`src/rtl/imm_dp_pkg.sv`:
```
// Shared encodings for the immediate data-processing unit.
// Assumes the 32-bit instruction layout described in the brief.
package imm_dp_pkg;

    // Field positions inside the instruction word
    localparam int INSN_W     = 32;
    localparam int F_WIDE     = 31;
    localparam int F_OPC_LO   = 29;
    localparam int F_GRP_LO   = 23;
    localparam int F_ASHIFT   = 22;
    localparam int F_AIMM_LO  = 10;
    localparam int F_LANE_LO  = 21;
    localparam int F_WIMM_LO  = 5;
    localparam int F_RD_LO    = 0;
    localparam int AIMM_W     = 12;
    localparam int ASHIFT_AMT = 12;
    localparam int GRP_W      = 3;
    localparam int OPC_W      = 2;
    localparam int RIDX_W     = 5;
    localparam int LSEL_W     = 2;

    // Group selector values
    localparam logic [GRP_W-1:0] GRP_ARITH = 3'd2;
    localparam logic [GRP_W-1:0] GRP_WMOVE = 3'd5;

    // Wide move opcodes
    localparam logic [OPC_W-1:0] WMV_NOT  = 2'd0;
    localparam logic [OPC_W-1:0] WMV_BAD  = 2'd1;
    localparam logic [OPC_W-1:0] WMV_ZERO = 2'd2;
    localparam logic [OPC_W-1:0] WMV_KEEP = 2'd3;

    // Register index that discards writes
    localparam logic [RIDX_W-1:0] DISCARD_IDX = 5'd31;

    typedef struct packed {
        logic n;
        logic z;
        logic c;
        logic v;
    } nzcv_t;

endpackage

```
`src/rtl/imm_dp_arith.sv`:
```
// Adder/subtractor for the immediate group with flag generation.
// Subtraction reuses the adder with an inverted operand and carry-in of one.
// Assumes DATA_W is even; the narrow mode uses the low DATA_W/2 bits.
module imm_dp_arith
    import imm_dp_pkg::*;
#(
    parameter int DATA_W = 64
) (
    input  logic              is_wide,
    input  logic              do_sub,
    input  logic [DATA_W-1:0] op_a,
    input  logic [DATA_W-1:0] op_b,
    output logic [DATA_W-1:0] sum_o,
    output nzcv_t             flags_o
);
    localparam int HALF = DATA_W / 2;

    logic [DATA_W-1:0] mask;
    logic [DATA_W-1:0] a_m;
    logic [DATA_W-1:0] b_m;
    logic [DATA_W:0]   total;
    logic              sa, sb, sr;

    // Mask operands to the active width and form the extended sum
    always_comb begin
        mask  = is_wide ? {DATA_W{1'b1}} : {{HALF{1'b0}}, {HALF{1'b1}}};
        a_m   = op_a & mask;
        b_m   = (do_sub ? ~op_b : op_b) & mask;
        total = {1'b0, a_m} + {1'b0, b_m} + {{DATA_W{1'b0}}, do_sub};
        sum_o = total[DATA_W-1:0] & mask;
    end

    // Derive the condition flags from the active-width sign bits
    always_comb begin
        sa        = is_wide ? a_m[DATA_W-1]   : a_m[HALF-1];
        sb        = is_wide ? b_m[DATA_W-1]   : b_m[HALF-1];
        sr        = is_wide ? sum_o[DATA_W-1] : sum_o[HALF-1];
        flags_o.n = sr;
        flags_o.z = (sum_o == '0);
        flags_o.c = is_wide ? total[DATA_W] : total[HALF];
        flags_o.v = (sa == sb) && (sr != sa);
    end

endmodule

```
`src/rtl/imm_dp_widemove.sv`:
```
// Lane placement for the wide move group: zero-fill, inverse and keep.
// One slice per lane is generated; the lane selector picks the slice
// that takes the immediate. Flags illegal opcode or narrow-mode lane.
module imm_dp_widemove
    import imm_dp_pkg::*;
#(
    parameter int DATA_W = 64,
    parameter int LANE_W = 16
) (
    input  logic                              is_wide,
    input  logic [OPC_W-1:0]                  opc,
    input  logic [$clog2(DATA_W/LANE_W)-1:0]  lane_sel,
    input  logic [LANE_W-1:0]                 imm,
    input  logic [DATA_W-1:0]                 old_val,
    output logic [DATA_W-1:0]                 result,
    output logic                              bad
);
    localparam int NLANE = DATA_W / LANE_W;
    localparam int SEL_W = $clog2(NLANE);
    localparam int HALF  = DATA_W / 2;

    logic [DATA_W-1:0] raw;

    for (genvar g = 0; g < NLANE; g++) begin : g_lane
        logic              hit;
        logic [LANE_W-1:0] lane_v;
        assign hit = (lane_sel == SEL_W'(g));
        // Choose this lane's contents for the requested variant
        always_comb begin
            case (opc)
                WMV_KEEP: lane_v = hit ? imm  : old_val[g*LANE_W +: LANE_W];
                WMV_NOT:  lane_v = hit ? ~imm : {LANE_W{1'b1}};
                default:  lane_v = hit ? imm  : {LANE_W{1'b0}};
            endcase
        end
        assign raw[g*LANE_W +: LANE_W] = lane_v;
    end

    // Truncate to the active width and flag illegal forms
    always_comb begin
        result = is_wide ? raw : {{HALF{1'b0}}, raw[HALF-1:0]};
        bad    = (opc == WMV_BAD) || (!is_wide && (int'(lane_sel) >= NLANE / 2));
    end

endmodule

```
`src/rtl/imm_dp_unit.sv`:
```
// Immediate data-processing execution unit (top).
// Splits the instruction word into fields, runs the add/subtract and
// wide move datapaths in parallel, selects by group and registers the
// outcome for one cycle. Assumes the word already belongs to this class.
module imm_dp_unit
    import imm_dp_pkg::*;
#(
    parameter int DATA_W = 64,
    parameter int LANE_W = 16
) (
    input  logic              clk,
    input  logic              rst_n,
    input  logic              issue_vld,
    input  logic [31:0]       instr,
    input  logic [DATA_W-1:0] src_val,
    input  logic [DATA_W-1:0] dst_old,
    output logic              res_vld,
    output logic              res_we,
    output logic [4:0]        res_dst,
    output logic [DATA_W-1:0] res_data,
    output logic              res_err,
    output logic              flg_we,
    output logic [3:0]        flg_nzcv
);
    localparam int SEL_W = $clog2(DATA_W / LANE_W);

    logic              is_wide;
    logic [GRP_W-1:0]  grp;
    logic [OPC_W-1:0]  opc;
    logic [RIDX_W-1:0] rd;
    logic [DATA_W-1:0] ar_b;
    logic [DATA_W-1:0] ar_sum;
    nzcv_t             ar_flags;
    logic [DATA_W-1:0] wm_res;
    logic              wm_bad;
    logic              is_ar, is_wm;
    logic              nxt_err, nxt_we, nxt_fwe;
    logic [DATA_W-1:0] nxt_data;
    logic [3:0]        nxt_nzcv;

    // Extract the instruction fields and the shifted arithmetic operand
    always_comb begin
        is_wide = instr[F_WIDE];
        grp     = instr[F_GRP_LO +: GRP_W];
        opc     = instr[F_OPC_LO +: OPC_W];
        rd      = instr[F_RD_LO +: RIDX_W];
        ar_b    = DATA_W'(instr[F_AIMM_LO +: AIMM_W]);
        if (instr[F_ASHIFT]) begin
            ar_b = ar_b << ASHIFT_AMT;
        end
    end

    imm_dp_arith #(
        .DATA_W (DATA_W)
    ) u_arith (
        .is_wide (is_wide),
        .do_sub  (opc[1]),
        .op_a    (src_val),
        .op_b    (ar_b),
        .sum_o   (ar_sum),
        .flags_o (ar_flags)
    );

    imm_dp_widemove #(
        .DATA_W (DATA_W),
        .LANE_W (LANE_W)
    ) u_wmove (
        .is_wide  (is_wide),
        .opc      (opc),
        .lane_sel (instr[F_LANE_LO +: SEL_W]),
        .imm      (instr[F_WIMM_LO +: LANE_W]),
        .old_val  (dst_old),
        .result   (wm_res),
        .bad      (wm_bad)
    );

    // Select the group result and form the enables
    always_comb begin
        is_ar    = (grp == GRP_ARITH);
        is_wm    = (grp == GRP_WMOVE);
        nxt_err  = !(is_ar || is_wm) || (is_wm && wm_bad);
        nxt_data = nxt_err ? '0 : (is_ar ? ar_sum : wm_res);
        nxt_we   = !nxt_err && (rd != DISCARD_IDX);
        nxt_fwe  = is_ar && opc[0];
        nxt_nzcv = nxt_fwe ? ar_flags : 4'b0000;
    end

    // Output register stage, cleared on reset and on idle cycles
    always_ff @(posedge clk) begin
        if (!rst_n) begin
            res_vld  <= 1'b0;
            res_we   <= 1'b0;
            res_dst  <= '0;
            res_data <= '0;
            res_err  <= 1'b0;
            flg_we   <= 1'b0;
            flg_nzcv <= '0;
        end else begin
            res_vld <= issue_vld;
            if (issue_vld) begin
                res_we   <= nxt_we;
                res_dst  <= rd;
                res_data <= nxt_data;
                res_err  <= nxt_err;
                flg_we   <= nxt_fwe;
                flg_nzcv <= nxt_nzcv;
            end else begin
                res_we   <= 1'b0;
                res_dst  <= '0;
                res_data <= '0;
                res_err  <= 1'b0;
                flg_we   <= 1'b0;
                flg_nzcv <= '0;
            end
        end
    end

endmodule

```
`config.mk`:
```
export PLATFORM = sky130hd
export DESIGN_NAME = imm_dp_unit
export DESIGN_NICKNAME = d
export VERILOG_FILES = /design/src/rtl/imm_dp_pkg.sv /design/src/rtl/imm_dp_arith.sv /design/src/rtl/imm_dp_widemove.sv /design/src/rtl/imm_dp_unit.sv
export SDC_FILE = /design/constraint.sdc
export NUM_CORES = 1
export LEC_CHECK = 0
export ABC_AREA = 1
export CORE_MARGIN = 2
export CORE_UTILIZATION = 51
export DETAILED_ROUTE_END_ITERATION = 7
export DONT_BUFFER_PORTS = 1
export GPL_TIMING_DRIVEN = 0
export PLACE_DENSITY = 0.73
export RECOVER_POWER = 100
export SLEW_MARGIN = 25
export SYNTH_ARGS = -nofsm -noshare
export SYNTH_HDL_FRONTEND = slang
export SYNTH_SLANG_ARGS = --single-unit
export TNS_END_PERCENT = 10
```
`constraint.sdc`:
```
create_clock -name clk -period 9.4 [get_ports clk]
set_clock_uncertainty 0.1 [all_clocks]
set_input_delay 2.82 -clock clk [delete_from_list [all_inputs] [get_ports clk]]
set_output_delay 2.82 -clock clk [all_outputs]
set_load 0.02 [all_outputs]
```
==> impl_metrics.py <==
metrics = {
    "sta": {
        "timing.final.ws_setup_ps": 1300,
        "timing.max_slew.rel_slack_pct": 20.6,
        "setup_viol_count_final": 0,
        "post_route_clock_period_utilization_pct": 86.2,
        "fmax_ghz": 0.123,
        "hold_violation_total_from_the_final_report": 0,
        "number_of_slew_limit_violations_in_the_final_report": 0,
        "setup_repair_after_global_routing_missed_its_margin": "false",
        "fin_tns_setup_ps": 0,
        "min_period_ps": 8100,
        "max_slew.worst_pin.slew_ps": 1190,
    },
    "cells_and_area": {
        "layout_common_cells": "827 x sky130_fd_sc_hd__nand2_1, 406 x sky130_fd_sc_hd__inv_1, 202 x sky130_fd_sc_hd__nor2_1, 164 x sky130_fd_sc_hd__a21oi_1, 133 x sky130_fd_sc_hd__nand3_1",
        "final_common_cell": "sky130_fd_sc_hd__nand2_1",
        "layout.cells.non_filler": 2563,
        "synthToLayoutAreaGrowth_pct": 5.14,
        "finish.net_count": 2506,
        "drive_above_1_share_pct": 1.62,
        "postLayoutCoreUtil_pct": 54.4,
        "filler_cell_count": 2551,
        "antenna_cells": 0,
    },
    "setup_path": {
        "worst_ep_required_time_ps": 9520,
        "arrival_ps": 8220,
        "cell_by_cell_listing_of_the_critical_path": "clkbuf_1, clkbuf_1, clkbuf_1, nand2_1, inv_1, ha_1, nand2_1, inv_1, nand2_1, nor3_1, nand2_1, nor3_1, nand2_1, nand2_1, nand2_1, nand3_1, nand2_1, inv_1, nand4_1, nor3_1",
        "crit_end_element": "flip-flop",
        "cp_slowest_cell": "sky130_fd_sc_hd__inv_1",
        "worst_setup_path_start_kind": "input pin",
        "crit_path_max_incr_delay_ps": 880,
        "crit_path_frequent_cell": "sky130_fd_sc_hd__nand2_1",
        "critical_path_class": "in -> reg",
        "crit_path_max_fanout": 32,
    },
    "run_status": {
        "result_of_the_run": "completed",
    },
    "clock_network": {
        "ctsHoldBuffers": 0,
        "postCtsSetupRepairBufs": 0,
        "cts_buffers": 9,
        "htree_num_levels": 3,
        "clk_pin_slew_ps": 60,
        "ctsRootBufferMaster": "sky130_fd_sc_hd__clkbuf_16",
        "postCtsResizedCells": 0,
        "clock_sinks": 77,
        "clock_tree_from_tritoncts": "yes",
        "cts-root-to-sink-buffers": 2,
    },
    "drt": {
        "route.met3.wl_mm": 5.25,
        "drt-total-wl_mm": 51.5,
        "route.met2.wl_mm": 22.2,
        "drt_first_iter_violations": 1642,
        "drc": 0,
        "antenna_left": 0,
        "vias": 14800,
        "dr.pass1.iters": 6,
        "avg_vias_per_cell": 5.77,
        "post_dr_wirelength_cell_um": 20.1,
        "highest-signal-layer": "met5",
        "met1Wirelength_mm": 20.1,
    },
    "synthesis": {
        "synth_edf_count": 0,
        "synthesis.area_um2": 11600,
        "synth_flop_cell": "sky130_fd_sc_hd__dfxtp_1",
        "mean_instance_size_in_the_synthesized_netlist_um2": 5.14,
        "synth_cells": 2263,
        "synth.ff_latch_count": 77,
        "synthesis.nets": 2495,
        "synth_async_reset_ratio_pct": 0,
        "ys.warnings.count": 0,
        "synth_area_leader_cell": "sky130_fd_sc_hd__nand2_1",
        "seq_area_frac_synth_pct": 13.3,
        "synthDistinctLibCells": 38,
        "ys_top_cells_by_area": "sky130_fd_sc_hd__nand2_1 27%, sky130_fd_sc_hd__dfxtp_1 13%, sky130_fd_sc_hd__inv_1 13%, sky130_fd_sc_hd__ha_1 7.3%, sky130_fd_sc_hd__a21oi_1 7.0%",
        "synth.top_cell.area_share_pct": 26.6,
    },
    "power": {
        "power.leakage_uw": 0.00700,
        "ir_drop_worst_vdd_mv": 0.0785,
        "p_per_area_nw_per_um2": 109,
    },
    "die": {
        "io_pins": 240,
        "die-height_um": 155,
        "fp.coreArea_um2": 22500,
        "dieWidth_um": 155,
        "num_rows": 55,
        "total_die_area_um2": 24000,
        "floorplan.initialDensity_pct": 51.7,
    },
    "global_route": {
        "grt_pass1_vias": 13700,
        "grt_pass1_wl_mm": 76.4,
        "grt.total_usage_pct": 41.7,
        "grt_max_degree": 33,
        "initial_antenna_violation_count": 1,
        "overflow": 0,
    },
    "placed_design": {
        "io_buf_count": 0,
        "place.detailed.hpwl_mm": 43.6,
        "worst_setup_timing_slack_at_the_placement_stage_ps": 1750,
        "numPlacedInstances": 2548,
        "routabilityCongestion": 1.03,
    },
    "flow_run": {
        "max_cap_viol_count": 0,
    },
    "min_path": {
        "path_category_of_the_worst_min_delay_check": "in -> reg",
    },
}
## per-stage QoR
step	area [um^2]	total power, uW	hold slack [ps]
floorplan	11600	791	2810
global placement	12000	968	2810
detailed placement	12000	977	2820
CTS	12300	1310	2460
global route	12200	1410	2460
finish	12200	1330	2460
## sequential cells by signal, indices dropped and copies added (netlist names)
register,count
res_dst,5
flg_we,1
flg_nzcv,4
res_we,1
res_data,64
res_vld,1
res_err,1
## final cells by class
cell class                      instances  area, um^2  area share, %
Clock buffer                           10         239           1.95
Inverter                              412        1550           12.6
Tap cell                              285         357           2.92
Multi-Input combinational cell       1700        8230           67.3
Buffer                                 74         280           2.29
Sequential cell                        77        1540           12.6
Clock inverter                          5        36.3          0.297
## cells in the mapped netlist, types with 2 or more instances
| library cell | count |
|---|---|
| sky130_fd_sc_hd__a21o_1 | 3 |
| sky130_fd_sc_hd__a21oi_1 | 163 |
| sky130_fd_sc_hd__a2bb2oi_1 | 12 |
| sky130_fd_sc_hd__and2_1 | 3 |
| sky130_fd_sc_hd__buf_1 | 16 |
| sky130_fd_sc_hd__buf_2 | 3 |
| sky130_fd_sc_hd__clkbuf_1 | 54 |
| sky130_fd_sc_hd__clkinv_1 | 2 |
| sky130_fd_sc_hd__dfxtp_1 | 77 |
| sky130_fd_sc_hd__ha_1 | 68 |
| sky130_fd_sc_hd__inv_1 | 405 |
| sky130_fd_sc_hd__inv_2 | 5 |
| sky130_fd_sc_hd__nand2_1 | 825 |
| sky130_fd_sc_hd__nand2_2 | 11 |
| sky130_fd_sc_hd__nand3_1 | 133 |
| sky130_fd_sc_hd__nand3_2 | 3 |
| sky130_fd_sc_hd__nand3b_1 | 20 |
| sky130_fd_sc_hd__nand4_1 | 49 |
| sky130_fd_sc_hd__nor2_1 | 200 |
| sky130_fd_sc_hd__nor2_2 | 5 |
| sky130_fd_sc_hd__nor3_1 | 10 |
| sky130_fd_sc_hd__nor3_2 | 4 |
| sky130_fd_sc_hd__nor4_1 | 6 |
| sky130_fd_sc_hd__o211ai_1 | 28 |
| sky130_fd_sc_hd__o21ai_0 | 92 |
| sky130_fd_sc_hd__o21bai_1 | 11 |
| sky130_fd_sc_hd__o221ai_1 | 16 |
| sky130_fd_sc_hd__o22ai_1 | 4 |
| sky130_fd_sc_hd__xnor2_1 | 3 |
| sky130_fd_sc_hd__xor2_1 | 24 |
## cells by family (layout without fill, tap and decap cells)
group / Yosys count / count (layout) / synth area share, %
AOI/OAI and AO/OA: 334 / 334 / 16.3
xor gates and xnor gates: 27 / 27 / 2.03
adders and majority gates: 69 / 69 / 7.49
buffers and inverters: 486 / 501 / 15.7
DFF: 77 / 77 / 13.3
and+or+nand+nor: 1270 / 1270 / 45.1
## layer usage
metal | vias up | GRT usage (%)
met4 | 2 | 26.5
met2 | 809 | 66.8
li1 | 7141 | -
met5 | - | 0
met1 | 6629 | 50.8
met3 | 215 | 8.75
## critical path: cells and delay by family
| family | cells | cell delay [ps] |
|---|---|---|
| buffers and inverters | 6 | 2660 |
| AND/OR/NAND/NOR | 13 | 2230 |
| adder cells (fa/ha/maj) | 1 | 460 |
## path summary, 6_finish.rpt
path / start / cells after the start / endpoint
setup / recovery: instr[31] / 20 / flg_nzcv[2]
hold / removal: instr[4] / 1 / res_we
## where the power goes
part	internal, uW	switching [uW]
sequential	332	9.11
clock	185	153
combinational	188	461
Power figures use the tool's default switching activity.
